## config.mk

```make
export PLATFORM = sky130hd
export DESIGN_NAME = slot_mem_arbiter
export DESIGN_NICKNAME = d
export VERILOG_FILES = /design/src/rtl/arb_pkg.sv /design/src/rtl/arb_ctl.sv /design/src/rtl/arb_dp.sv /design/src/rtl/slot_mem_arbiter.sv
export SDC_FILE = /design/constraint.sdc
export NUM_CORES = 1
export LEC_CHECK = 0
export CORE_MARGIN = 8
export CORE_UTILIZATION = 35
export DETAILED_ROUTE_END_ITERATION = 8
export GPL_ROUTABILITY_DRIVEN = 0
export PLACE_DENSITY = 0.72
export SYNTH_ARGS = -nofsm -noshare
export SYNTH_HDL_FRONTEND = slang
export SYNTH_SLANG_ARGS = --single-unit
```

## constraint.sdc

```tcl
create_clock -name clk -period 2.78 [get_ports clk]
set_input_delay 0.417 -clock clk [delete_from_list [all_inputs] [get_ports clk]]
set_output_delay 0.417 -clock clk [all_outputs]
set_load 0.01 [all_outputs]
```

## src/rtl/arb_pkg.sv

```systemverilog
package arb_pkg;
  // Per-cycle slot decision handed from control to datapath
  typedef struct packed {
    logic latchHost;  // end of phase 0: capture host bus
    logic hostSlot;   // host access phase
    logic accSlot;    // accelerator served this cycle
  } slotStrobe_t;
endpackage

```

## src/rtl/arb_ctl.sv

```systemverilog
module arb_ctl
  import arb_pkg::*;
#(
  parameter int unsigned NUM_PHASES = 8,
  parameter int unsigned HOST_PHASE = 3,
  localparam int unsigned PHASE_W = $clog2(NUM_PHASES)
) (
  input  logic               clk,
  input  logic               rst,
  input  logic               accReq,
  output logic [PHASE_W-1:0] phase,
  output logic               hostClk,
  output logic               accGnt,
  output slotStrobe_t        strobe
);
  localparam logic [PHASE_W-1:0] LAST_P = PHASE_W'(NUM_PHASES - 1);
  localparam logic [PHASE_W-1:0] HOST_P = PHASE_W'(HOST_PHASE);
  localparam logic [PHASE_W-1:0] HALF_P = PHASE_W'(NUM_PHASES / 2);

  logic [PHASE_W-1:0] phaseQ;
  logic               gntQ;

  always_ff @(posedge clk) begin
    if (rst) phaseQ <= '0;
    else if (phaseQ == LAST_P) phaseQ <= '0;
    else phaseQ <= phaseQ + 1'b1;
  end

  always_comb begin
    strobe.latchHost = !rst && (phaseQ == '0);
    strobe.hostSlot  = !rst && (phaseQ == HOST_P);
    strobe.accSlot   = !rst && (phaseQ != HOST_P) && accReq && !gntQ;
  end

  always_ff @(posedge clk) begin
    if (rst) gntQ <= 1'b0;
    else gntQ <= strobe.accSlot;
  end

  assign phase   = phaseQ;
  assign hostClk = (phaseQ < HALF_P);
  assign accGnt  = gntQ;
endmodule

```

## src/rtl/arb_dp.sv

```systemverilog
module arb_dp
  import arb_pkg::*;
#(
  parameter int unsigned ADDR_W     = 10,
  parameter int unsigned DATA_W     = 8,
  parameter int unsigned NUM_PROXY  = 4,
  parameter int unsigned PROXY_BASE = 'h3FC,
  localparam int unsigned IDX_W = $clog2(NUM_PROXY)
) (
  input  logic                        clk,
  input  logic                        rst,
  input  slotStrobe_t                 strobe,
  input  logic                        hostEn,
  input  logic                        hostWe,
  input  logic [ADDR_W-1:0]           hostAddr,
  input  logic [DATA_W-1:0]           hostWdata,
  output logic [DATA_W-1:0]           hostRdata,
  input  logic                        accWe,
  input  logic [ADDR_W-1:0]           accAddr,
  input  logic [DATA_W-1:0]           accWdata,
  output logic [DATA_W-1:0]           accRdata,
  input  logic                        accRegWe,
  input  logic [IDX_W-1:0]            accRegIdx,
  input  logic [DATA_W-1:0]           accRegData,
  output logic [NUM_PROXY*DATA_W-1:0] proxyRegs,
  output logic                        sramCe,
  output logic                        sramWe,
  output logic [ADDR_W-1:0]           sramAddr,
  output logic [DATA_W-1:0]           sramWdata,
  input  logic [DATA_W-1:0]           sramRdata
);
  localparam logic [ADDR_W-1:0] BASE_V = ADDR_W'(PROXY_BASE);

  logic              hostEnQ, hostWeQ;
  logic [ADDR_W-1:0] hostAddrQ;
  logic [DATA_W-1:0] hostWdataQ, hostRdataQ, accRdataQ;
  logic [DATA_W-1:0] regQ [NUM_PROXY];
  logic              inWin, hostHit;
  logic [IDX_W-1:0]  hostIdx;

  always_ff @(posedge clk) begin
    if (rst) begin
      hostEnQ    <= 1'b0;
      hostWeQ    <= 1'b0;
      hostAddrQ  <= '0;
      hostWdataQ <= '0;
    end else if (strobe.latchHost) begin
      hostEnQ    <= hostEn;
      hostWeQ    <= hostWe;
      hostAddrQ  <= hostAddr;
      hostWdataQ <= hostWdata;
    end
  end

  assign inWin   = (hostAddrQ[ADDR_W-1:IDX_W] == BASE_V[ADDR_W-1:IDX_W]);
  assign hostIdx = hostAddrQ[IDX_W-1:0];
  assign hostHit = strobe.hostSlot && hostEnQ;

  always_comb begin
    sramCe    = (hostHit && !inWin) || strobe.accSlot;
    sramWe    = hostHit ? (hostWeQ && !inWin) : (strobe.accSlot && accWe);
    sramAddr  = hostHit ? hostAddrQ : accAddr;
    sramWdata = hostHit ? hostWdataQ : accWdata;
  end

  for (genvar i = 0; i < NUM_PROXY; i++) begin : g_proxy
    always_ff @(posedge clk) begin
      if (rst) regQ[i] <= '0;
      else if (hostHit && hostWeQ && inWin && hostIdx == IDX_W'(i)) regQ[i] <= hostWdataQ;
      else if (accRegWe && accRegIdx == IDX_W'(i)) regQ[i] <= accRegData;
    end
    assign proxyRegs[i*DATA_W +: DATA_W] = regQ[i];
  end

  always_ff @(posedge clk) begin
    if (rst) hostRdataQ <= '0;
    else if (hostHit && !hostWeQ) hostRdataQ <= inWin ? regQ[hostIdx] : sramRdata;
  end

  always_ff @(posedge clk) begin
    if (rst) accRdataQ <= '0;
    else if (strobe.accSlot && !accWe) accRdataQ <= sramRdata;
  end

  assign hostRdata = hostRdataQ;
  assign accRdata  = accRdataQ;
endmodule

```

## src/rtl/slot_mem_arbiter.sv

```systemverilog
module slot_mem_arbiter
  import arb_pkg::*;
#(
  parameter int unsigned ADDR_W     = 10,
  parameter int unsigned DATA_W     = 8,
  parameter int unsigned NUM_PROXY  = 4,
  parameter int unsigned PROXY_BASE = 'h3FC,
  parameter int unsigned NUM_PHASES = 8,
  parameter int unsigned HOST_PHASE = 3,
  localparam int unsigned IDX_W   = $clog2(NUM_PROXY),
  localparam int unsigned PHASE_W = $clog2(NUM_PHASES)
) (
  input  logic                        clk,
  input  logic                        rst,
  output logic                        hostClk,
  input  logic                        hostEn,
  input  logic                        hostWe,
  input  logic [ADDR_W-1:0]           hostAddr,
  input  logic [DATA_W-1:0]           hostWdata,
  output logic [DATA_W-1:0]           hostRdata,
  input  logic                        accReq,
  input  logic                        accWe,
  input  logic [ADDR_W-1:0]           accAddr,
  input  logic [DATA_W-1:0]           accWdata,
  output logic                        accGnt,
  output logic [DATA_W-1:0]           accRdata,
  input  logic                        accRegWe,
  input  logic [IDX_W-1:0]            accRegIdx,
  input  logic [DATA_W-1:0]           accRegData,
  output logic [NUM_PROXY*DATA_W-1:0] proxyRegs,
  output logic                        sramCe,
  output logic                        sramWe,
  output logic [ADDR_W-1:0]           sramAddr,
  output logic [DATA_W-1:0]           sramWdata,
  input  logic [DATA_W-1:0]           sramRdata
);
  slotStrobe_t        strobe;
  logic [PHASE_W-1:0] phase;

  arb_ctl #(.NUM_PHASES(NUM_PHASES), .HOST_PHASE(HOST_PHASE)) u_ctl (
    .clk(clk), .rst(rst), .accReq(accReq), .phase(phase),
    .hostClk(hostClk), .accGnt(accGnt), .strobe(strobe)
  );

  arb_dp #(.ADDR_W(ADDR_W), .DATA_W(DATA_W), .NUM_PROXY(NUM_PROXY),
           .PROXY_BASE(PROXY_BASE)) u_dp (
    .clk(clk), .rst(rst), .strobe(strobe),
    .hostEn(hostEn), .hostWe(hostWe), .hostAddr(hostAddr), .hostWdata(hostWdata),
    .hostRdata(hostRdata), .accWe(accWe), .accAddr(accAddr), .accWdata(accWdata),
    .accRdata(accRdata), .accRegWe(accRegWe), .accRegIdx(accRegIdx),
    .accRegData(accRegData), .proxyRegs(proxyRegs), .sramCe(sramCe),
    .sramWe(sramWe), .sramAddr(sramAddr), .sramWdata(sramWdata), .sramRdata(sramRdata)
  );
endmodule

```

==> run summary <==
sequential power share: 48.3%
vias per cell: 4.927
Worst Hold Slack: 0.4569 ns
crit start category: flip-flop
routing usage on met1: 18.94%
Logic pwr share: 17.8%
final setup TNS: 0 ns
Site Rows: 37
placed cell count: 645
share of cells above drive strength 1: 8.762%
Netlist cell types: 39
fin cells: 661
TritonCTS clock tree: yes
Synth Net Count: 457
outcome: completed
RSZ-0062 raised after global routing: no
sequential share of the synthesized area: 49.05%
Setup Skew: 0.01435 ns
dpl ws: 0.2153 ns
Internal Power: 0.001936 W
worst-path maximum fanout: 27
Routed WL: 11,410 µm
antenna violations before repair: 0
CTS root buf: clkbuf_8
Initial Util: 35.74%
met2 Use GR: 27.78%
Cell Area, Synth: 3674 µm²
Switch Pwr: 0.0006872 W
final setup violation count: 0
Final HPWL DP: 8861 µm
Die ar.: 14,030 µm²
Post-layout nets: 585
Initial DRT Pass Iterations: 5
Mapped Avg Cell Area: 9.371 µm²
grt peak-use layer: met2
Slew Limit Fails: 0
vias in the first global route: 3,507
antenna cell count: 0
Area Growth Syn to Fin: 45.88%
Yosys reg bits: 74
worst slew pin tran: 0.7629 ns
min-delay worst type: reg -> reg
reg2reg end: u_dp.regQ[1][1]
gr usage total: 16.14%
CP Launch Point: u_ctl.phase[0]
worst r2r src: u_ctl.phase[0]
pwr/cell area: 489.5 nW/µm²
Fill cells: 972
H-tree depth: 3
post-route ant nets: 0
Port Buffers: 130
clock power share: 33.9%
switching share of power: 26.20%
Die Span Y: 118.5 µm
crit path kind: reg -> out
Design Power: 0.002623 W
commonest non-fill, non-tap cell in the layout: clkdlybuf4s50_1
multi-input logic area: 1662 µm²
Syn. warnings: 0
Syn Inst Count: 392
DR DRC count: 0
CTS Buf Count: 9
reg-to-reg setup timing slack: 0.75 ns
Max Buffers Root-to-Sink: 2
clock slew at reported path FFs: 0.07 ns
Worst slew margin: 49.14%
Seq. cell area: 1802 µm²
Critical Path End: sramWdata[2]
most frequent cells in the layout: clkdlybuf4s50_1 (126), nand2_1 (123), dfxtp_1 (42), mux2i_1 (32), edfxtp_1 (32)
leakage: 2.185 nW
critical path arrival: 2.23 ns
global-route wire length before repair: 18,200 µm
core area: 10,280 µm²
Final period util: 95.38%
VDD IR max: 0.2634 mV
total number of vias: 3,257
Critical Path Sink Type: primary output
wire per inst: 17.26 µm
setup ws final: 0.1284 ns
hold-fix buffer count after cts: 0
R2R depth: 6
Max Cap Violations: 0
pin count of the biggest net entering global routing: 35
Fin. Hold Viols: 0
clock sink count: 74
minimum clock period: 2.652 ns
Iteration-0 DRC Markers: 198
met3 Track Usage GR: 3.522%
Crit path required time: 2.36 ns
f_max: 0.3771 GHz
GRT overflow: 0
clk_lat worst skew: 0.35 ns
Die W: 118.5 µm
IO Count: 131
## registers in the layout, summed over array words and instances, names as in the netlist, named ones only
name / count
u_dp.regQ: 32
u_dp.hostAddrQ: 10
u_dp.accRdata: 8
u_dp.hostRdata: 8
u_dp.hostWdataQ: 8
u_ctl.phase: 3
u_ctl.accGnt: 1
u_dp.hostEnQ: 1
u_dp.hostWeQ: 1
## cell families (layout without fill, tap and decap cells)
family,after synthesis,after routing,share of synthesized area [%]
and+or+nand+nor,166,166,21.05
AOI/OAI and AO/OA,58,58,8.958
buffers and inverters,50,183,5.960
adders and majority gates,4,4,1.362
DFF,74,74,49.05
muxes,40,40,13.62
## cells in the mapped netlist
cell type	instances	area, µm²
nor2b_1	1	6.260
o211ai_1	1	7.510
nor3b_1	2	15.01
nand4_1	12	75.07
o21ai_1	7	35.03
buf_6	2	22.52
buf_2	8	40.04
and4bb_2	2	25.02
inv_1	20	75.07
nor4bb_1	1	10.01
and3b_1	3	26.28
nand2_1	123	461.7
o21ai_0	9	45.04
and4b_1	1	10.01
clkbuf_2	1	5.000
o21ai_2	1	8.760
edfxtp_1	32	960.9
o221ai_1	7	61.31
mux4_2	8	180.2
o22ai_1	1	6.260
nor4b_2	1	15.01
nor3_1	2	10.01
a21oi_1	28	140.1
nand3_1	8	40.04
clkinv_1	1	3.750
buf_4	1	7.510
or4b_4	1	13.76
and2_1	1	6.260
and4_1	2	17.52
ha_1	4	50.05
and3_1	1	6.260
clkinv_2	1	5.000
a31oi_1	4	25.02
dfxtp_1	42	840.8
buf_1	4	15.01
nand3b_1	3	22.52
mux2i_1	32	320.3
nand2b_1	2	12.51
clkbuf_1	12	45.04
## routing by layer
layer  wire length, µm  share of wire (%)  vias up
met1              4791                 42     1506
met5                 0                  0        -
met4               228                2.0        0
met3               692                6.1       16
li1                  -                  -     1625
met2              5698                 50      110
## per-stage QoR
stage               area [µm²]  utilization (%)
floorplan                 3674                -
global placement          5141            50.02
detailed placement        5141            50.02
CTS                       5351            52.07
global route              5359            52.14
finish                    5359            52.14
## power by group through the flow
| stage | combinational, W | sequential, W | clock, W |
|---|---|---|---|
| 3_3_place_gp | 0.000464 | 0.00129 | 0 |
| 6_report | 0.000467 | 0.00127 | 0.000888 |
| 3_5_place_dp | 0.000473 | 0.00129 | 0 |
| 5_1_grt | 0.000508 | 0.00128 | 0.000951 |
| 4_1_cts | 0.000474 | 0.00127 | 0.000906 |
| 2_1_floorplan | 0.000194 | 0.00129 | 0 |
## critical path: stages (launching register included)
cell             delay, ns
dfxtp_1               0.37
ha_1                  0.21
ha_2                  0.23
nand3b_1              0.14
buf_12                0.19
o21ai_0               0.18
clkdlybuf4s50_1       0.57
## final cells by class
class                      count  share of cell area (%)
sequential                    74                   33.62
multi-input combinational    268                   31.01
timing repair buffer         145                   26.66
tap                          136                   3.175
clock buffer                  11                   2.848
inverter                      22                   1.564
clock inverter                 5                   1.121
## worst min path at each step
stage          depth (start not counted)  slack (ns)               start            endpoint
3_5_place_dp                           1        0.45      u_ctl.phase[0]      u_ctl.phase[0]
3_3_place_gp                           1        0.43      u_ctl.phase[0]      u_ctl.phase[0]
6_report                               2        0.46  u_dp.hostWdataQ[6]  u_dp.hostWdataQ[6]
5_1_grt                                2        0.48  u_dp.hostWdataQ[7]  u_dp.hostWdataQ[7]
4_1_cts                                1        0.46      u_ctl.phase[0]      u_ctl.phase[0]
2_1_floorplan                          1        0.42      u_ctl.phase[0]      u_ctl.phase[0]
## what timing repair did
item,in CTS,in global routing
resized for setup,2,3
endpoints found under the setup margin,2,4
setup buffers,0,0
Power figures use the tool's default switching activity.
